<file path="config.mk">
export PLATFORM = sky130hd
export DESIGN_NAME = bridge_adc_reader
export DESIGN_NICKNAME = d
export VERILOG_FILES = /design/src/rtl/badc_pkg.sv /design/src/rtl/badc_sync.sv /design/src/rtl/badc_phase_timer.sv /design/src/rtl/badc_seq.sv /design/src/rtl/bridge_adc_reader.sv
export SDC_FILE = /design/constraint.sdc
export NUM_CORES = 1
export LEC_CHECK = 0
export ABC_AREA = 0
export BUFFER_PORTS_ARGS = -buffer_cell sky130_fd_sc_hd__buf_2
export CORE_MARGIN = 5
export CORE_UTILIZATION = 52
export DETAILED_ROUTE_END_ITERATION = 10
export PLACE_DENSITY = 0.72
export SYNTH_ARGS = -nofsm -noshare
export SYNTH_HDL_FRONTEND = slang
export SYNTH_SLANG_ARGS = --single-unit
export TNS_END_PERCENT = 30
</file>
<file path="constraint.sdc">
create_clock -name clk -period 1.79 [get_ports clk]
set_input_delay 0.179 -clock clk [delete_from_list [all_inputs] [get_ports clk]]
set_output_delay 0.179 -clock clk [all_outputs]
set_load 0.05 [all_outputs]
</file>
<file path="src/rtl/badc_pkg.sv">
package badc_pkg;
  localparam int unsigned DATA_W    = 24;
  localparam int unsigned MAX_TRAIL = 3;

  typedef enum logic [1:0] {ST_IDLE, ST_HIGH, ST_LOW} seq_state_t;

  // trailing pulses after the data word select the next conversion
  function automatic logic [1:0] trail_pulses(input logic [1:0] mode);
    case (mode)
      2'd1:    return 2'd2;
      2'd2:    return 2'd3;
      default: return 2'd1;
    endcase
  endfunction
endpackage

</file>
<file path="src/rtl/badc_sync.sv">
module badc_sync #(
  parameter int unsigned STAGES = 2
) (
  input  logic clk,
  input  logic rst_n,
  input  logic d,
  output logic q
);
  logic [STAGES-1:0] chain;

  generate
    if (STAGES == 1) begin : g_one
      always_ff @(posedge clk or negedge rst_n)
        if (!rst_n) chain <= '1;
        else        chain <= d;
    end else begin : g_many
      always_ff @(posedge clk or negedge rst_n)
        if (!rst_n) chain <= '1;
        else        chain <= {chain[STAGES-2:0], d};
    end
  endgenerate

  assign q = chain[STAGES-1];
endmodule

</file>
<file path="src/rtl/badc_phase_timer.sv">
module badc_phase_timer #(
  parameter int unsigned HALF = 312
) (
  input  logic clk,
  input  logic rst_n,
  input  logic run,
  output logic tick
);
  localparam int unsigned CW = (HALF < 2) ? 1 : $clog2(HALF);
  logic [CW-1:0] cnt;

  assign tick = run && (cnt == CW'(HALF - 1));

  always_ff @(posedge clk or negedge rst_n)
    if (!rst_n)             cnt <= '0;
    else if (!run || tick)  cnt <= '0;
    else                    cnt <= cnt + 1'b1;
endmodule

</file>
<file path="src/rtl/badc_seq.sv">
module badc_seq
  import badc_pkg::*;
(
  input  logic              clk,
  input  logic              rst_n,
  input  logic              req_valid,
  input  logic [1:0]        req_mode,
  output logic              req_ready,
  input  logic              din_s,
  input  logic              tick,
  output logic              run,
  output logic              sck,
  output logic              res_valid,
  output logic [DATA_W-1:0] res_data,
  output logic              res_err
);
  localparam int unsigned PW = $clog2(DATA_W + MAX_TRAIL + 1);
  localparam logic [DATA_W-1:0] SIGN_FLIP = DATA_W'(1) << (DATA_W - 1);

  seq_state_t        state;
  logic [PW-1:0]     pcnt, ptot;
  logic [DATA_W-1:0] shreg;
  logic              accept;

  assign req_ready = (state == ST_IDLE);
  assign accept    = req_ready && req_valid;
  assign run       = (state != ST_IDLE);

  always_ff @(posedge clk or negedge rst_n) begin
    if (!rst_n) begin
      state     <= ST_IDLE;
      sck       <= 1'b0;
      pcnt      <= '0;
      ptot      <= '0;
      shreg     <= '0;
      res_valid <= 1'b0;
      res_data  <= '0;
      res_err   <= 1'b0;
    end else begin
      res_valid <= 1'b0;
      case (state)
        ST_IDLE: if (accept) begin
          if (din_s) begin
            res_valid <= 1'b1;
            res_err   <= 1'b1;
            res_data  <= '0;
          end else begin
            state <= ST_HIGH;
            sck   <= 1'b1;
            pcnt  <= '0;
            ptot  <= PW'(DATA_W) + PW'(trail_pulses(req_mode));
          end
        end
        ST_HIGH: if (tick) begin
          sck   <= 1'b0;
          state <= ST_LOW;
        end
        ST_LOW: if (tick) begin
          if (pcnt < PW'(DATA_W)) shreg <= {shreg[DATA_W-2:0], din_s};
          if (pcnt == ptot - 1'b1) begin
            state     <= ST_IDLE;
            res_valid <= 1'b1;
            res_err   <= 1'b0;
            res_data  <= shreg ^ SIGN_FLIP;
          end else begin
            pcnt  <= pcnt + 1'b1;
            sck   <= 1'b1;
            state <= ST_HIGH;
          end
        end
        default: state <= ST_IDLE;
      endcase
    end
  end

  p_idle_sck_low_r1: assert property (@(posedge clk) disable iff (!rst_n)
    (state == ST_IDLE && !$past(run)) |-> !sck);

  p_err_no_clock_r2: assert property (@(posedge clk) disable iff (!rst_n)
    (accept && din_s) |=> (!sck && res_err && res_valid));

  p_busy_keeps_count_r8: assert property (@(posedge clk) disable iff (!rst_n)
    (run && req_valid) |=> $stable(ptot));
endmodule

</file>
<file path="src/rtl/bridge_adc_reader.sv">
module bridge_adc_reader
  import badc_pkg::*;
#(
  parameter int unsigned CLK_HZ = 125_000_000,
  parameter int unsigned SCK_HZ = 400_000
) (
  input  logic        clk,
  input  logic        rst_n,
  input  logic        req_valid,
  output logic        req_ready,
  input  logic [1:0]  req_mode,
  output logic        adc_sck,
  input  logic        adc_dout,
  output logic        res_valid,
  output logic [23:0] res_data,
  output logic        res_err
);
  localparam int unsigned FALLBACK_HZ = 400_000;
  localparam int unsigned MIN_HZ      = 20_000;
  localparam int unsigned EFF_HZ      = (SCK_HZ < MIN_HZ) ? FALLBACK_HZ : SCK_HZ;
  localparam int unsigned HALF        = CLK_HZ / EFF_HZ;
  localparam int unsigned HIGH_LIMIT  = (CLK_HZ / 1_000_000) * 60;
  localparam int unsigned HW          = $clog2(HIGH_LIMIT + 2);

  logic din_s, tick, run;

  badc_sync #(.STAGES(2)) u_sync (
    .clk(clk), .rst_n(rst_n), .d(adc_dout), .q(din_s)
  );

  badc_phase_timer #(.HALF(HALF)) u_timer (
    .clk(clk), .rst_n(rst_n), .run(run), .tick(tick)
  );

  badc_seq u_seq (
    .clk(clk), .rst_n(rst_n),
    .req_valid(req_valid), .req_mode(req_mode), .req_ready(req_ready),
    .din_s(din_s), .tick(tick), .run(run), .sck(adc_sck),
    .res_valid(res_valid), .res_data(res_data), .res_err(res_err)
  );

  // high-time monitor for the power-down threshold
  logic [HW-1:0] hi_run;
  always_ff @(posedge clk or negedge rst_n)
    if (!rst_n)       hi_run <= '0;
    else if (adc_sck) hi_run <= hi_run + 1'b1;
    else              hi_run <= '0;

  p_high_phase_r4: assert property (@(posedge clk) disable iff (!rst_n)
    $fell(adc_sck) |-> (hi_run == HW'(HALF)));

  p_high_limit_r9: assert property (@(posedge clk) disable iff (!rst_n)
    adc_sck |-> (hi_run < HW'(HIGH_LIMIT)));

  p_single_strobe_r10: assert property (@(posedge clk) disable iff (!rst_n)
    (res_valid && !res_err) |=> !res_valid);
endmodule

</file>
==> out/metrics.cfg <==
[run_status]
status = complete, but fails checks
violations = negative setup slack

[layout]
syn_to_final_growth_pct = 28.1
layout_common_cells = dfrtp_1 (70), nand2_1 (43), buf_2 (33)
fin_cells = 424
finalNetCount = 355
layout_commonest_cell = dfrtp_1
fillCellCount = 448
drive_above_1_share_pct = 43.6
diodes = 0

[timing]
finalCritPeriodShare_pct = 109
tightest_slew_ns = 0.364
slew_headroom_pct = 75.7
clock_skew_ns = 0.00943
setup_ws_ns = -0.155
slew_viol_final = 0
finalHoldViolCount = 0
period_needed_ns = 1.95
fmax_mhz = 514
grt_setup_unrepaired = yes
finalSetupViolations = 32

[synthesis]
yosys_register_bits = 72
synth_edf_count = 0
syn-num-nets = 286
synth_ff_type = dfrtp_1
synth_cell_types = 47
yosys.area.top_type_share_pct = 54.5
yosysSeqAreaShare_pct = 56.1
synthArstFlopShare_pct = 100
yosysTopAreaCell = dfrtp_1
syn-instance-count = 275
yosysWarningCount = 0
ys_top_cells_by_area = dfrtp_1 (54%), mux2_4 (9.3%), nand2_1 (5.8%)
syn_area_per_cell_um2 = 11.7
syn_area_mm2 = 0.00322

[global_route]
grt_max_degree = 73
grt_usage_pct = 18.1
grt_overflow = 0
grt_pass1_vias = 2202
grt_pass1_wl_um = 10600
antenna_found_initial = 0

[detailed_routing]
dr.pass1.iters = 4
route.met3.wl_um = 261
drcViolationCount = 0
dr.max_layer_used = met4
via_count = 2202
ant_nets = 0
viasPerCell = 5.19
wl_met2_um = 3010
routedWlPerCell_um = 14.8
first_iter_violations = 64
drt-met1-wl_um = 2820
totalWireLength_um = 6260

[worst_setup_path]
worstReg2RegStart = u_seq.ptot[0]
cp_cell_sequence = inv_1 > ha_2 > inv_2 > ha_4 > xnor2_2 > nand3_2 > buf_4 > nor2_4 > o31ai_1 > a221o_1
max_stage_delay_ns = 0.39
slowest_stage = dfrtp_1
criticalPathCategory = flip-flop to flip-flop
crit_fanout = 4
crit_start = u_seq.ptot[0]
cp-start-kind = flip-flop
worstSetupEndpointType = flip-flop
cp.required_ns = 2.01
crit_arrival_ns = 2.17
path_buf_inv = 3
cp_top_family = adder cells

[clock_network]
cts_inserted_buffers = 9
clock_path_buffers = 2
cts_sinks = 72
cts_tree = yes
clk_latency_ns = 0.34
cts.clk_slew.worst_paths_ns = 0.07
cts-root-buf = clkbuf_8
htreeDepth = 3

[placed_design]
dp_hpwl_um = 3730
dp_cells = 394
gp_congestion = 0.801
port_buffers = 33

[die]
die_w_um = 88.6
row_count = 28
die_area_mm2 = 0.00786
fp.coreArea_mm2 = 0.00596
initial_core_util_pct = 54.0
ioPinCount = 34
chipHeight_um = 88.6

[pwr]
clock_power_share_pct = 44.2
p_int_w = 0.00248
p_comb_share_pct = 4.1
p_leak_nw = 2.06
p_sw_w = 0.000693
power.total_w = 0.00317
pwr-share-seq_pct = 51.8
p_sw_share_pct = 21.8
p_per_area_mw_per_mm2 = 770
peakVddDrop_v = 0.000490

[job]
drv_cap = 0

[worst_hold_path]
min_from = req_mode[0]
hold_path_class = primary input to flip-flop

## layout make-up
type / count / area [µm²] / area share (%)
multi-input combinational: 181 / 1410 / 34.2
inverter: 11 / 41.3 / 1.00
sequential: 72 / 1800 / 43.8
timing repair buffer: 69 / 552 / 13.4
clock inverter: 7 / 95.1 / 2.31
tap: 75 / 93.8 / 2.28
clock buffer: 9 / 124 / 3.01
## power groups by stage
stage               Sequential (W)  Clock, W  Combinational [W]
finish                     0.00164   0.00140           0.000129
global route               0.00164   0.00152           0.000147
CTS                        0.00164   0.00144           0.000120
detailed placement         0.00167         0          0.0000980
global placement           0.00167         0          0.0000959
floorplan                  0.00167         0          0.0000379
## metrics by stage
step / setup slack (ns) / setup TNS (ns) / util, % / hold slack [ns] / cell area, µm²
after CTS: -0.204 / -4.35 / 67.9 / 0.118 / 4040
after detailed placement: -0.186 / -3.72 / 60.4 / 0.236 / 3600
after floorplan: -0.0681 / -0.837 / - / -0.117 / 3230
final: -0.155 / -2.03 / 69.2 / 0.131 / 4120
after global placement: -0.104 / -1.45 / 60.4 / 0.235 / 3600
after global routing: -0.246 / -5.64 / 69.2 / 0.123 / 4120
## worst min-delay path: stages
cell,delay [ns]
buf_2,0.08
ha_1,0.12
a21oi_1,0.05
## per-layer routing
| metal | track usage [%] | vias up |
|---|---|---|
| met5 | 0 | - |
| met4 | 7.83 | 0 |
| met3 | 4.19 | 15 |
| met2 | 27.9 | 43 |
| met1 | 24.4 | 1068 |
| li1 | - | 1076 |
## logic make-up after synthesis
kind of cell | synth area share [%]
flip-flops | 56.1
buffers and inverters | 3.77
multiplexers | 11.1
adder cells (fa/ha/maj) | 1.95
AND/OR/NAND/NOR | 14.4
AO/OA/AOI/OAI | 9.38
XOR/XNOR | 3.27
## final timing paths
| check | to | slack, ns | cells past startpoint |
|---|---|---|---|
| min reg2reg | u_sync.chain[1] | 0.37 | 0 |
| max | u_seq.sck | -0.16 | 10 |
| min | u_seq.ptot[1] | 0.13 | 3 |
| min in group asynchronous | u_seq.res_data[18] | 0.39 | 3 |
| max in group asynchronous | u_sync.chain[1] | 1.07 | 3 |
| max reg2reg | u_seq.sck | -0.16 | 10 |
## registers in the layout, indices dropped and copies added, names as in the netlist
name / count
u_seq.ptot: 3
u_seq.res_data: 24
u_sync.chain: 2
u_seq.shreg: 24
u_seq.sck: 1
u_seq.state: 2
u_seq.res_err: 1
u_seq.pcnt: 5
u_timer.cnt: 9
u_seq.res_valid: 1
## Yosys cell counts, types with 2 or more instances
library cell	count
dfrtp_1	70
nand2_1	50
mux2_4	20
o21ai_0	19
nor2_1	18
inv_1	11
o21ai_2	9
xnor2_1	7
a21oi_1	6
nand3_1	6
ha_1	5
mux2_2	5
xor2_1	5
buf_6	4
buf_2	3
and3_1	2
clkbuf_1	2
dfstp_2	2
o21ai_1	2
o31ai_1	2
## repair_timing
action	in CTS	in global routing
cloned	3	1
endpoints found under the setup margin	50	52
gates resized for setup	28	24
setup buffers	6	5
hold buffers	2	0
pin swaps	4	7
endpoints found under the hold margin	71	0
(Power assumes the default switching activity.)
